$ cat src/rtl/dpc_pkg.sv
// Shared types for the DRAM page and refresh controller.
package dpc_pkg;

    // Bank command codes presented on cmd_op.
    typedef enum logic [2:0] {
        CMD_NOP   = 3'd0,
        CMD_ACT   = 3'd1,
        CMD_CLOSE = 3'd2,
        CMD_RD    = 3'd3,
        CMD_WR    = 3'd4,
        CMD_REF   = 3'd5
    } dram_cmd_e;

    // Sequencer states.
    typedef enum logic [1:0] {
        ST_IDLE    = 2'd0,
        ST_ACT     = 2'd1,
        ST_WAIT    = 2'd2,
        ST_REFRESH = 2'd3
    } seq_state_e;

endpackage

$ cat src/rtl/dpc_bank_track.sv
// Per-bank bookkeeping: open flag, open row and transfer occupancy counter.
// Assumes the sequencer never raises close_i and act_i together.
module dpc_bank_track #(
    parameter int ROW_W       = 10,
    parameter int XFER_CYCLES = 4,
    localparam int XFER_W     = $clog2(XFER_CYCLES + 1)
) (
    input  logic             clk,
    input  logic             rst_n,
    input  logic             act_i,
    input  logic             close_i,
    input  logic             xfer_i,
    input  logic [ROW_W-1:0] row_i,
    output logic             open_o,
    output logic [ROW_W-1:0] row_o,
    output logic             busy_o
);
    logic [XFER_W-1:0] occ_q;

    // Track whether a page is open and which row it holds.
    always_ff @(posedge clk) begin
        if (!rst_n) begin
            open_o <= 1'b0;
            row_o  <= '0;
        end else if (close_i) begin
            open_o <= 1'b0;
        end else if (act_i) begin
            open_o <= 1'b1;
            row_o  <= row_i;
        end
    end

    // Count down the cycles a double-pumped stride keeps the bank occupied.
    always_ff @(posedge clk) begin
        if (!rst_n) begin
            occ_q <= '0;
        end else if (xfer_i) begin
            occ_q <= XFER_W'(XFER_CYCLES - 1);
        end else if (occ_q != '0) begin
            occ_q <= occ_q - 1'b1;
        end
    end

    assign busy_o = (occ_q != '0);

endmodule

$ cat src/rtl/dpc_refresh_timer.sv
// Free-running refresh interval timer. Emits a one-cycle tick every
// REF_BASE << rate_sel cycles. Assumes REF_BASE >= 2.
module dpc_refresh_timer #(
    parameter int REF_BASE = 256,
    parameter int RATE_W   = 2,
    localparam int MAX_INT = REF_BASE << ((1 << RATE_W) - 1),
    localparam int CNT_W   = $clog2(MAX_INT + 1)
) (
    input  logic              clk,
    input  logic              rst_n,
    input  logic [RATE_W-1:0] rate_sel,
    output logic              tick_o
);
    logic [CNT_W-1:0] cnt_q;
    logic [CNT_W-1:0] limit;

    // Interval selected by the rate setting.
    always_comb limit = CNT_W'(REF_BASE) << rate_sel;

    // Count to the interval, wrap and pulse the tick.
    always_ff @(posedge clk) begin
        if (!rst_n) begin
            cnt_q  <= '0;
            tick_o <= 1'b0;
        end else if (cnt_q >= limit - CNT_W'(1)) begin
            cnt_q  <= '0;
            tick_o <= 1'b1;
        end else begin
            cnt_q  <= cnt_q + 1'b1;
            tick_o <= 1'b0;
        end
    end

endmodule

$ cat src/rtl/dpc_seq.sv
// Command sequencer: decides hit / activate / close-then-activate for each
// request, runs the refresh drain-close-refresh sequence, and registers the
// issued command. Assumes the requester holds a stalled request stable and
// ACT_CYCLES >= 1.
module dpc_seq #(
    parameter int NUM_BANKS  = 4,
    parameter int ROW_W      = 10,
    parameter int COL_W      = 6,
    parameter int ACT_CYCLES = 2,
    localparam int BANK_W    = $clog2(NUM_BANKS),
    localparam int WAIT_W    = $clog2(ACT_CYCLES + 1)
) (
    input  logic                            clk,
    input  logic                            rst_n,
    input  logic                            req_valid,
    input  logic                            req_write,
    input  logic [BANK_W-1:0]               req_bank,
    input  logic [ROW_W-1:0]                req_row,
    input  logic [COL_W-1:0]                req_col,
    input  logic                            ref_tick,
    input  logic [NUM_BANKS-1:0]            bank_open,
    input  logic [NUM_BANKS-1:0]            bank_busy,
    input  logic [NUM_BANKS-1:0][ROW_W-1:0] bank_row,
    output logic                            req_ready,
    output logic [NUM_BANKS-1:0]            act_stb,
    output logic [NUM_BANKS-1:0]            close_stb,
    output logic [NUM_BANKS-1:0]            xfer_stb,
    output logic                            cmd_valid,
    output dpc_pkg::dram_cmd_e              cmd_op,
    output logic [BANK_W-1:0]               cmd_bank,
    output logic [ROW_W-1:0]                cmd_row,
    output logic [COL_W-1:0]                cmd_col
);
    import dpc_pkg::*;

    seq_state_e        state_q, state_n;
    logic [WAIT_W-1:0] wait_q, wait_n;
    logic              rf_pend_q, rf_clr;
    logic [ROW_W-1:0]  ref_row_q;
    logic              hit, sel_busy;
    logic [BANK_W-1:0] low_open;

    logic              cv_n;
    dram_cmd_e         op_n;
    logic [BANK_W-1:0] bank_n;
    logic [ROW_W-1:0]  row_n;
    logic [COL_W-1:0]  col_n;

    // Page-hit and occupancy lookup for the requested bank.
    always_comb begin
        hit      = bank_open[req_bank] && (bank_row[req_bank] == req_row);
        sel_busy = bank_busy[req_bank];
    end

    // Lowest-numbered open bank, closed first during refresh.
    always_comb begin
        low_open = '0;
        for (int i = NUM_BANKS - 1; i >= 0; i--) begin
            if (bank_open[i]) low_open = BANK_W'(i);
        end
    end

    // Accept only page hits on idle banks with no refresh due.
    assign req_ready = (state_q == ST_IDLE) && !rf_pend_q && req_valid && hit && !sel_busy;

    // Next-state, command and bank strobe decision.
    always_comb begin
        state_n   = state_q;
        wait_n    = wait_q;
        rf_clr    = 1'b0;
        cv_n      = 1'b0;
        op_n      = CMD_NOP;
        bank_n    = cmd_bank;
        row_n     = cmd_row;
        col_n     = cmd_col;
        act_stb   = '0;
        close_stb = '0;
        xfer_stb  = '0;
        unique case (state_q)
            ST_IDLE: begin
                if (rf_pend_q) begin
                    state_n = ST_REFRESH;
                end else if (req_valid && !sel_busy) begin
                    bank_n = req_bank;
                    row_n  = req_row;
                    cv_n   = 1'b1;
                    if (hit) begin
                        op_n               = req_write ? CMD_WR : CMD_RD;
                        col_n              = req_col;
                        xfer_stb[req_bank] = 1'b1;
                    end else if (bank_open[req_bank]) begin
                        op_n                = CMD_CLOSE;
                        close_stb[req_bank] = 1'b1;
                        state_n             = ST_ACT;
                    end else begin
                        op_n              = CMD_ACT;
                        act_stb[req_bank] = 1'b1;
                        wait_n            = WAIT_W'(ACT_CYCLES - 1);
                        state_n           = ST_WAIT;
                    end
                end
            end
            ST_ACT: begin
                cv_n              = 1'b1;
                op_n              = CMD_ACT;
                bank_n            = req_bank;
                row_n             = req_row;
                act_stb[req_bank] = 1'b1;
                wait_n            = WAIT_W'(ACT_CYCLES - 1);
                state_n           = ST_WAIT;
            end
            ST_WAIT: begin
                if (wait_q == '0) state_n = ST_IDLE;
                else              wait_n  = wait_q - 1'b1;
            end
            ST_REFRESH: begin
                if (|bank_busy) begin
                    state_n = ST_REFRESH;
                end else if (|bank_open) begin
                    cv_n                = 1'b1;
                    op_n                = CMD_CLOSE;
                    bank_n              = low_open;
                    close_stb[low_open] = 1'b1;
                end else begin
                    cv_n    = 1'b1;
                    op_n    = CMD_REF;
                    bank_n  = '0;
                    row_n   = ref_row_q;
                    rf_clr  = 1'b1;
                    state_n = ST_IDLE;
                end
            end
            default: state_n = ST_IDLE;
        endcase
    end

    // Sequencer state and activation wait counter.
    always_ff @(posedge clk) begin
        if (!rst_n) begin
            state_q <= ST_IDLE;
            wait_q  <= '0;
        end else begin
            state_q <= state_n;
            wait_q  <= wait_n;
        end
    end

    // Refresh pending flag and refresh row pointer.
    always_ff @(posedge clk) begin
        if (!rst_n) begin
            rf_pend_q <= 1'b0;
            ref_row_q <= '0;
        end else begin
            if (ref_tick)    rf_pend_q <= 1'b1;
            else if (rf_clr) rf_pend_q <= 1'b0;
            if (rf_clr)      ref_row_q <= ref_row_q + 1'b1;
        end
    end

    // Registered command outputs.
    always_ff @(posedge clk) begin
        if (!rst_n) begin
            cmd_valid <= 1'b0;
            cmd_op    <= CMD_NOP;
            cmd_bank  <= '0;
            cmd_row   <= '0;
            cmd_col   <= '0;
        end else begin
            cmd_valid <= cv_n;
            cmd_op    <= op_n;
            cmd_bank  <= bank_n;
            cmd_row   <= row_n;
            cmd_col   <= col_n;
        end
    end

endmodule

$ cat src/rtl/dram_page_ctrl.sv
// DRAM page and refresh controller top: one open-page tracker per bank, a
// refresh interval timer and the command sequencer. Assumes the requester
// holds a stalled request stable until req_ready is seen high.
module dram_page_ctrl #(
    parameter int NUM_BANKS   = 4,
    parameter int ROW_W       = 10,
    parameter int COL_W       = 6,
    parameter int ACT_CYCLES  = 2,
    parameter int XFER_CYCLES = 4,
    parameter int REF_BASE    = 256,
    parameter int RATE_W      = 2,
    localparam int BANK_W     = $clog2(NUM_BANKS)
) (
    input  logic              clk,
    input  logic              rst_n,
    input  logic [RATE_W-1:0] rate_sel,
    input  logic              req_valid,
    input  logic              req_write,
    input  logic [BANK_W-1:0] req_bank,
    input  logic [ROW_W-1:0]  req_row,
    input  logic [COL_W-1:0]  req_col,
    output logic              req_ready,
    output logic              cmd_valid,
    output logic [2:0]        cmd_op,
    output logic [BANK_W-1:0] cmd_bank,
    output logic [ROW_W-1:0]  cmd_row,
    output logic [COL_W-1:0]  cmd_col
);
    import dpc_pkg::*;

    logic [NUM_BANKS-1:0]            bank_open, bank_busy;
    logic [NUM_BANKS-1:0][ROW_W-1:0] bank_row;
    logic [NUM_BANKS-1:0]            act_stb, close_stb, xfer_stb;
    logic                            ref_tick;
    dram_cmd_e                       op_e;

    // One tracker per bank.
    for (genvar b = 0; b < NUM_BANKS; b++) begin : g_bank
        dpc_bank_track #(
            .ROW_W      (ROW_W),
            .XFER_CYCLES(XFER_CYCLES)
        ) u_trk (
            .clk    (clk),
            .rst_n  (rst_n),
            .act_i  (act_stb[b]),
            .close_i(close_stb[b]),
            .xfer_i (xfer_stb[b]),
            .row_i  (req_row),
            .open_o (bank_open[b]),
            .row_o  (bank_row[b]),
            .busy_o (bank_busy[b])
        );
    end

    dpc_refresh_timer #(
        .REF_BASE(REF_BASE),
        .RATE_W  (RATE_W)
    ) u_timer (
        .clk     (clk),
        .rst_n   (rst_n),
        .rate_sel(rate_sel),
        .tick_o  (ref_tick)
    );

    dpc_seq #(
        .NUM_BANKS (NUM_BANKS),
        .ROW_W     (ROW_W),
        .COL_W     (COL_W),
        .ACT_CYCLES(ACT_CYCLES)
    ) u_seq (
        .clk      (clk),
        .rst_n    (rst_n),
        .req_valid(req_valid),
        .req_write(req_write),
        .req_bank (req_bank),
        .req_row  (req_row),
        .req_col  (req_col),
        .ref_tick (ref_tick),
        .bank_open(bank_open),
        .bank_busy(bank_busy),
        .bank_row (bank_row),
        .req_ready(req_ready),
        .act_stb  (act_stb),
        .close_stb(close_stb),
        .xfer_stb (xfer_stb),
        .cmd_valid(cmd_valid),
        .cmd_op   (op_e),
        .cmd_bank (cmd_bank),
        .cmd_row  (cmd_row),
        .cmd_col  (cmd_col)
    );

    assign cmd_op = op_e;

endmodule

$ cat config.mk
export PLATFORM = sky130hd
export DESIGN_NAME = dram_page_ctrl
export DESIGN_NICKNAME = d
export VERILOG_FILES = /design/src/rtl/dpc_pkg.sv /design/src/rtl/dpc_bank_track.sv /design/src/rtl/dpc_refresh_timer.sv /design/src/rtl/dpc_seq.sv /design/src/rtl/dram_page_ctrl.sv
export SDC_FILE = /design/constraint.sdc
export NUM_CORES = 1
export LEC_CHECK = 0
export ABC_CLOCK_PERIOD_IN_PS = 2350
export BUFFER_PORTS_ARGS = -buffer_cell sky130_fd_sc_hd__buf_2
export CELL_PAD_IN_SITES_DETAIL_PLACEMENT = 1
export CELL_PAD_IN_SITES_GLOBAL_PLACEMENT = 1
export CORE_UTILIZATION = 40
export DETAILED_ROUTE_END_ITERATION = 8
export GPL_TIMING_DRIVEN = 0
export PLACE_DENSITY = 0.83
export SETUP_SLACK_MARGIN = 0.05
export SYNTH_ARGS = -nofsm -noshare
export SYNTH_HDL_FRONTEND = slang
export SYNTH_SLANG_ARGS = --single-unit
$ cat constraint.sdc
create_clock -name clk -period 2.35 [get_ports clk]
set_input_delay 0.1175 -clock clk [delete_from_list [all_inputs] [get_ports clk]]
set_output_delay 0.1175 -clock clk [all_outputs]
set_load 0.01 [all_outputs]
# Word level (Yosys, flattened, before mapping)
# Cells that the tools add are included.
[totals]
out_inout_bits = 23
ff_bits = 106
inputBits = 24
elab_cells = 185
[classes]
bitwise = 6
shift = 1
addsub = 8
magnitude_cmp = 5
n_mux = 80
n_eq_ne = 15
reduce_logical = 43
[op_table]
columns = ["operator", "count"]
rows = [
  ["2-to-1 mux 2 bit", 29],
  ["2-to-1 mux 4 bit", 14],
  ["2-to-1 mux 10 bit", 5],
  ["case mux 10 bit (3 select lines)", 1],
  ["binary-select mux 10 bit (select 2 bit)", 1],
  ["2-to-1 mux 3 bit", 6],
  ["nonzero test 3 bit", 6],
  ["OR reduction 2 bit", 9],
  ["case mux 4 bit (2 select lines)", 2],
  ["!= test 2 bit, second input constant", 7],
  ["2-to-1 mux 1 bit", 13],
  ["adder 12 x 1 -> 12 bit, second input constant", 1],
  ["greater-or-equal comparator 12 bit", 1],
  ["case mux 2 bit (3 select lines)", 2],
  ["AND reduction 4 bit", 3],
  ["left shift 9 x 2 -> 12 bit, first input constant", 1],
  ["subtractor 12 x 1 -> 12 bit, second input constant", 1],
  ["subtractor 3 x 1 -> 3 bit, second input constant", 4],
  ["adder 10 x 1 -> 10 bit, second input constant", 1],
  ["== test 10 bit", 1],
  ["nonzero test 2 bit", 5],
  ["!= test 3 x 2 -> 1 bit, second input constant", 3],
  ["case mux 3 bit (3 select lines)", 1],
  ["logical AND 1 bit", 8],
  ["17 further kinds", 33],
]

# Logic depth before layout (Yosys ltp)
[depth]
depth_word = 13
ltp_mapped = 10
mapped_depth_nobuf = 9

# By module
# From an unflattened synthesis, not the netlist that was laid out.
[unflattened]
hier_cells = 612
hier_area_um2 = 5456.5
[modules_own_cells]
columns = ["mod", "n_inst", "area_each_um2", "seq_area_each_um2", "cells_per_inst"]
rows = [
  ["dpc_seq", 1, 2477.4, 740.7, 285],
  ["dpc_bank_track", 4, 574.3, 280.3, 64],
  ["dpc_refresh_timer", 1, 681.9, 260.2, 71],
]

# Worst setup path after synthesis
# OpenSTA, ideal clock, no wires.
[synth_timing]
path_type = "flip-flop to flip-flop"
start = "reg g_bank[1].u_trk.occ_q[0]"
end = "reg g_bank[2].u_trk.row_o[0]"
path_buffers = 1
arrival_time_ns = 2.424
required_time_ns = 2.278
path_slack_ns = -0.146
period_less_slack_ns = 2.496
stages_incl_launch_ff = 11
setup_ns = 0.072
cell_sequence = "dfxtp_1 inv_1 ha_1 nand2b_1 mux4_2 o41a_1 nor3_1 o21ai_1 a21oi_1 buf_4 mux2i_1"
[synth_via]
elab_chain_len = 10
elab_cells_between_ends = 15
cone_classes = "mux (9); bitwise (1); reduce/logical (5)"
[synth_rtl]
columns = ["element", "line_no", "source"]
rows = [
  ["start, declared", "dpc_bank_track.sv:18", "logic [XFER_W-1:0] occ_q;"],
  ["start signal, assigned", "dpc_bank_track.sv:38", "occ_q <= XFER_W'(XFER_CYCLES - 1);"],
  ["start signal, assigned", "dpc_bank_track.sv:40", "occ_q <= occ_q - 1'b1;"],
  ["nonzero test 3 bit *", "dpc_bank_track.sv:44", "assign busy_o = (occ_q != '0);"],
  ["binary-select mux 1 bit (select 2 bit)", "dpc_seq.sv:52", "sel_busy = bank_busy[req_bank];"],
  ["2-to-1 mux 1 bit (implied by the code)", "dpc_seq.sv:52", ""],
  ["zero test 1 bit", "dpc_seq.sv:83", "end else if (req_valid && !sel_busy) begin"],
  ["logical AND 1 bit", "dpc_seq.sv:83", ""],
  ["2-to-1 mux 4 bit", "dpc_seq.sv:83", ""],
  ["2-to-1 mux 4 bit", "dpc_seq.sv:81", "if (rf_pend_q) begin"],
  ["case mux 4 bit (2 select lines)", "dpc_seq.sv:79", "unique case (state_q)"],
  ["inverter 1 bit (no source line)", "--", ""],
  ["AND reduction 2 bit (no source line) *", "--", ""],
  ["end signal, assigned", "dpc_bank_track.sv:29", "row_o <= row_i;"],
  ["end, declared", "dpc_bank_track.sv:15", "output logic [ROW_W-1:0] row_o,"],
]
# Every way passes the cells marked *; elsewhere a longest branch is shown, timed or not. The select of a mux whose other input is x is not followed.
# A chain may end at the register's enable or synchronous reset.

# Worst setup path in the final report
[layout_timing]
start = "reg g_bank[3].u_trk.row_o[2]"
end = "reg g_bank[2].u_trk.row_o[2]"
[layout_via]
elab_chain_len = 10
elab_cells_between_ends = 14
cone_classes = "eq/ne (1); mux (10); bitwise (1); reduce/logical (2)"
[layout_rtl]
columns = ["element", "line_no", "source"]
rows = [
  ["start, declared", "dpc_bank_track.sv:15", ""],
  ["start signal, assigned", "dpc_bank_track.sv:29", ""],
  ["binary-select mux 10 bit (select 2 bit) *", "dpc_seq.sv:51", "hit = bank_open[req_bank] && (bank_row[req_bank] == req_row);"],
  ["2-to-1 mux 10 bit (implied by the code) *", "dpc_seq.sv:51", ""],
  ["== test 10 bit *", "dpc_seq.sv:51", ""],
  ["logical AND 1 bit *", "dpc_seq.sv:51", ""],
  ["2-to-1 mux 4 bit", "dpc_seq.sv:87", "if (hit) begin"],
  ["2-to-1 mux 4 bit", "dpc_seq.sv:83", ""],
  ["2-to-1 mux 4 bit", "dpc_seq.sv:81", ""],
  ["case mux 4 bit (2 select lines)", "dpc_seq.sv:79", ""],
  ["inverter 1 bit (no source line)", "--", ""],
  ["AND reduction 2 bit (no source line) *", "--", ""],
]
# Marked as above.

==> flow_metrics.tcl <==
set metrics [dict create \
    seq_power_share 0.313 \
    worstPathCellList "mux4_2 > xor2_2 > nor4b_2 > a21boi_4 > buf_4 > nand2_1 > a21oi_4 > buf_6 > mux2i_1" \
    sink_count 106 \
    critical_path_endpoint_category "flop" \
    relative_contribution_of_the_clock_network_to_total_power 0.213 \
    globalplace.congestion 0.841 \
    cts_made_buffers 9 \
    detail-route-antenna-nets 0 \
    timing.hold.worst.start "req_col[5]" \
    number_of_global_route_vias_before_repair 5086 \
    grt_first_pass_wirelength_um 26500 \
    route.final.wire_length_um 17800 \
    worstRegToRegCells 9 \
    pwr-share-comb 0.474 \
    irDropWorstVdd_mv 0.605 \
    numPortBuffers 45 \
    synth-main-ff-cell "sky130_fd_sc_hd__dfxtp_1" \
    intPower_mw 4.65 \
    r2r_slack_ns -0.32 \
    syn2layout_area_growth_pct 31.9 \
    run_status "finished, violations left" \
    final_max_slew_viol_count 0 \
    report.power.total_mw 7.44 \
    cts-root-buf "sky130_fd_sc_hd__clkbuf_16" \
    final.setup_skew_ns 0.00957 \
    synth_adder_area_share 0.0432 \
    pin_count_of_the_biggest_net_entering_global_routing 18 \
    vias_per_cell 5.57 \
    yosysWarningCount 0 \
    worst_path_dominant_cell_family "multiplexers" \
    cts.reportedPaths.clkPinSlew_ns 0.07 \
    antenna_cells_inserted 0 \
    netlist_instances 573 \
    relSlewSlack 0.401 \
    synth_xor_xnor_area_share 0.0487 \
    grt_util_all_layers 0.266 \
    cts_max_level 3 \
    post_synth_arst_share 0 \
    share_of_final_layout_standard_cells_stronger_than_drive_strength_1 0.308 \
    crit_buf_inv 2 \
    mostFrequentLayoutCell "sky130_fd_sc_hd__dfxtp_1" \
    power_switching_mw 2.79 \
    hp-class "in2reg" \
    critical_path.max_fanout 5 \
    rr_endpoint "g_bank[2].u_trk.row_o[2]$_SDFFE_PN0P_" \
    worst_skew_pair.late_latency_ns 0.36 \
    leakagePower_nw 2.68 \
    detail_route.iter0.violations 258 \
    fillCellCount 1465 \
    drt_drc_violations_left 0 \
    cts_tree "yes" \
    max_cap_viol_count 0 \
    worst_ep_required_time_ns 2.63 \
    synth_simple_gate_area_share 0.194 \
    syn_area_per_cell_um2 9.11 \
    initial_antenna_violation_count 0 \
    worst_path_largest_cell_delay_ns 0.50 \
    hold-path-endpoint "u_seq.cmd_col[5]$_SDFFE_PN0P_" \
    hpwlAfterDp_um 11000 \
    violations "setup timing" \
    synthesis.nets 615 \
    io_pins 47 \
    route.vias.total 4787 \
    placement.cell_area_um2 5750 \
    netlist_area_pre_place_um2 5220 \
    synth_edf_count 0 \
    grt_setup_unrepaired "yes" \
    design.core.area_um2 12700 \
    yosysSeqAreaShare 0.407 \
    sw_ratio 0.375 \
    fin_nets 725 \
    tightest_slew_ns 0.898 \
    stdcell_area_um2 6880 \
    globalRoute.totalOverflow 0 \
    max-clock-path-buffers 2 \
    start_kind "flop" \
    hold_path_depth 3 \
    regToRegStartpoint "g_bank[3].u_trk.row_o[2]$_SDFFE_PN0P_" \
    synth.mux.area_fraction 0.167 \
    wl_per_cell_um 20.7 \
    ys_seq_elements 106 \
    hold_violations 0 \
    critPathKind "reg2reg" \
    setup_viol_count_final 60 \
    critPathArrivalTime_ns 2.95 \
    timing.final.ws_setup_ns -0.318 \
    drt_pre_antenna_iters 4 \
    die_h_um 116 \
    initial_standard_cell_utilization_of_the_core 0.412 \
    die_x_um 116 \
    synth-compound-area-share 0.0998 \
    timing.fmax_mhz 375 \
    finalWorstPathRequiredPeriod_ns 2.67 \
    final_cell_mix "96 x sky130_fd_sc_hd__dfxtp_1, 88 x sky130_fd_sc_hd__nand2_1, 65 x sky130_fd_sc_hd__mux2i_1" \
    netlist-cell-type-count 50 \
    critPathSlowestCell "sky130_fd_sc_hd__mux4_2" \
    power_density_normalized_to_cell_area_nw_per_um2 1080 \
    site_row_count 41 \
    die-area_um2 13500 \
    largest_family_of_logic_cells_by_synthesized_area "simple AND/OR/NAND/NOR gates" \
    timing.final.crit_share 1.14 \
]
area by class of cell:
class	instances	area, um^2	area share
repair buffers	100	734	0.107
inverters	26	97.6	0.0142
plain buffers	22	130	0.0189
multi-input cells	418	3260	0.474
flip-flops and latches	106	2140	0.311
clock buffers	11	243	0.0353
well taps	172	215	0.0313
clock inverters	5	62.6	0.00909
worst max path at each step:
stage,startpoint,endpoint,slack [ns],depth (start not counted)
after global routing,g_bank[3].u_trk.row_o[2]$_SDFFE_PN0P_,g_bank[2].u_trk.row_o[0]$_SDFFE_PN0P_,-0.36,9
after CTS,g_bank[3].u_trk.occ_q[1]$_SDFFE_PN0P_,g_bank[2].u_trk.row_o[2]$_SDFFE_PN0P_,-0.25,10
after floorplan,g_bank[1].u_trk.occ_q[0]$_SDFFE_PN0P_,g_bank[2].u_trk.row_o[0]$_SDFFE_PN0P_,0.05,10
after global placement,req_bank[1],g_bank[3].u_trk.row_o[9]$_SDFFE_PN0P_,-0.32,10
after detailed placement,req_bank[1],g_bank[0].u_trk.row_o[7]$_SDFFE_PN0P_,-0.47,10
final,g_bank[3].u_trk.row_o[2]$_SDFFE_PN0P_,g_bank[2].u_trk.row_o[2]$_SDFFE_PN0P_,-0.32,9
synthesized netlist by cell type (7+ instances only):
master | number | area share
sky130_fd_sc_hd__nand3_1 | 14 | 0.013
sky130_fd_sc_hd__a211oi_1 | 13 | 0.019
sky130_fd_sc_hd__nor3_1 | 9 | 0.0086
sky130_fd_sc_hd__ha_1 | 18 | 0.043
sky130_fd_sc_hd__mux4_2 | 9 | 0.039
sky130_fd_sc_hd__o21ai_0 | 14 | 0.013
sky130_fd_sc_hd__mux2i_1 | 67 | 0.13
sky130_fd_sc_hd__xnor2_1 | 13 | 0.022
sky130_fd_sc_hd__nand2_1 | 89 | 0.064
sky130_fd_sc_hd__dfxtp_1 | 106 | 0.41
sky130_fd_sc_hd__a21oi_1 | 28 | 0.027
sky130_fd_sc_hd__clkbuf_1 | 16 | 0.012
sky130_fd_sc_hd__nand2b_1 | 10 | 0.012
sky130_fd_sc_hd__nand4_1 | 7 | 0.0084
sky130_fd_sc_hd__nor2b_1 | 10 | 0.012
sky130_fd_sc_hd__xor2_1 | 16 | 0.027
sky130_fd_sc_hd__nor2_1 | 57 | 0.041
sky130_fd_sc_hd__inv_1 | 25 | 0.018
routing by layer:
metal  share of wire  up-vias  track usage
met5               0        -            0
met4           0.043        0        0.157
met3           0.046       53       0.0436
met2            0.52      156        0.487
met1            0.39     2384        0.287
li1                -     2194            -
worst register-to-register path, stage by stage (launching register included):
cell	delay [ns]
sky130_fd_sc_hd__dfxtp_1	0.32
sky130_fd_sc_hd__mux4_2	0.50
sky130_fd_sc_hd__xor2_2	0.19
sky130_fd_sc_hd__nor4b_2	0.28
sky130_fd_sc_hd__a21boi_4	0.28
sky130_fd_sc_hd__buf_4	0.16
sky130_fd_sc_hd__nand2_1	0.19
sky130_fd_sc_hd__a21oi_4	0.27
sky130_fd_sc_hd__buf_6	0.18
sky130_fd_sc_hd__mux2i_1	0.21
stage by stage:
step                setup TNS [ns]  std cells  utilization  setup WS [ns]  hold slack [ns]
CTS                          -7.14        845        0.523         -0.250          0.00623
global placement            -16.30        790        0.454         -0.316            0.367
detailed placement          -24.57        790        0.454         -0.466            0.374
global route                -13.68        860        0.543         -0.364           0.0254
finish                       -9.42        860        0.543         -0.318           0.0100
floorplan                        0        573            -         0.0526            0.258
kinds of logic after synthesis:
family / count (synthesis)
multiplexers: 76
AND/OR/NAND/NOR: 216
adder cells (fa/ha/maj): 18
XOR/XNOR: 29
buffers and inverters: 49
AO/OA/AOI/OAI: 79
flip-flops: 106
registers in the layout (all words and copies together) (netlist names):
register and cells:
u_seq.cmd_valid 1, u_seq.wait_q 2, u_seq.rf_pend_q 1, u_seq.ref_row_q 10, g_bank.u_trk.row_o 40, g_bank.u_trk.occ_q 12
u_seq.cmd_row 10, g_bank.u_trk.open_o 4, u_timer.tick_o 1, u_seq.cmd_bank 2, u_timer.cnt_q 12, u_seq.cmd_col 6
u_seq.state_q 2, u_seq.cmd_op 3
power by group through the flow:
stage | clock [mW] | sequential [mW] | combinational (mW)
after floorplan | 0 | 2.30 | 1.63
final | 1.59 | 2.33 | 3.52
after CTS | 1.60 | 2.30 | 3.01
after detailed placement | 0 | 2.31 | 2.24
after global placement | 0 | 2.29 | 2.09
after global routing | 1.66 | 2.36 | 3.73
what timing repair did:
| item | in CTS | in global routing |
|---|---|---|
| resized for setup | 69 | 46 |
| buffers inserted | 33 | 17 |
| endpoints found under the hold margin | 3 | 0 |
| endpoints found under the setup margin | 73 | 80 |
| pin swaps | 21 | 18 |
| gates cloned | 3 | 1 |
| hold buffers | 3 | 0 |
(Power assumes the default switching activity.)
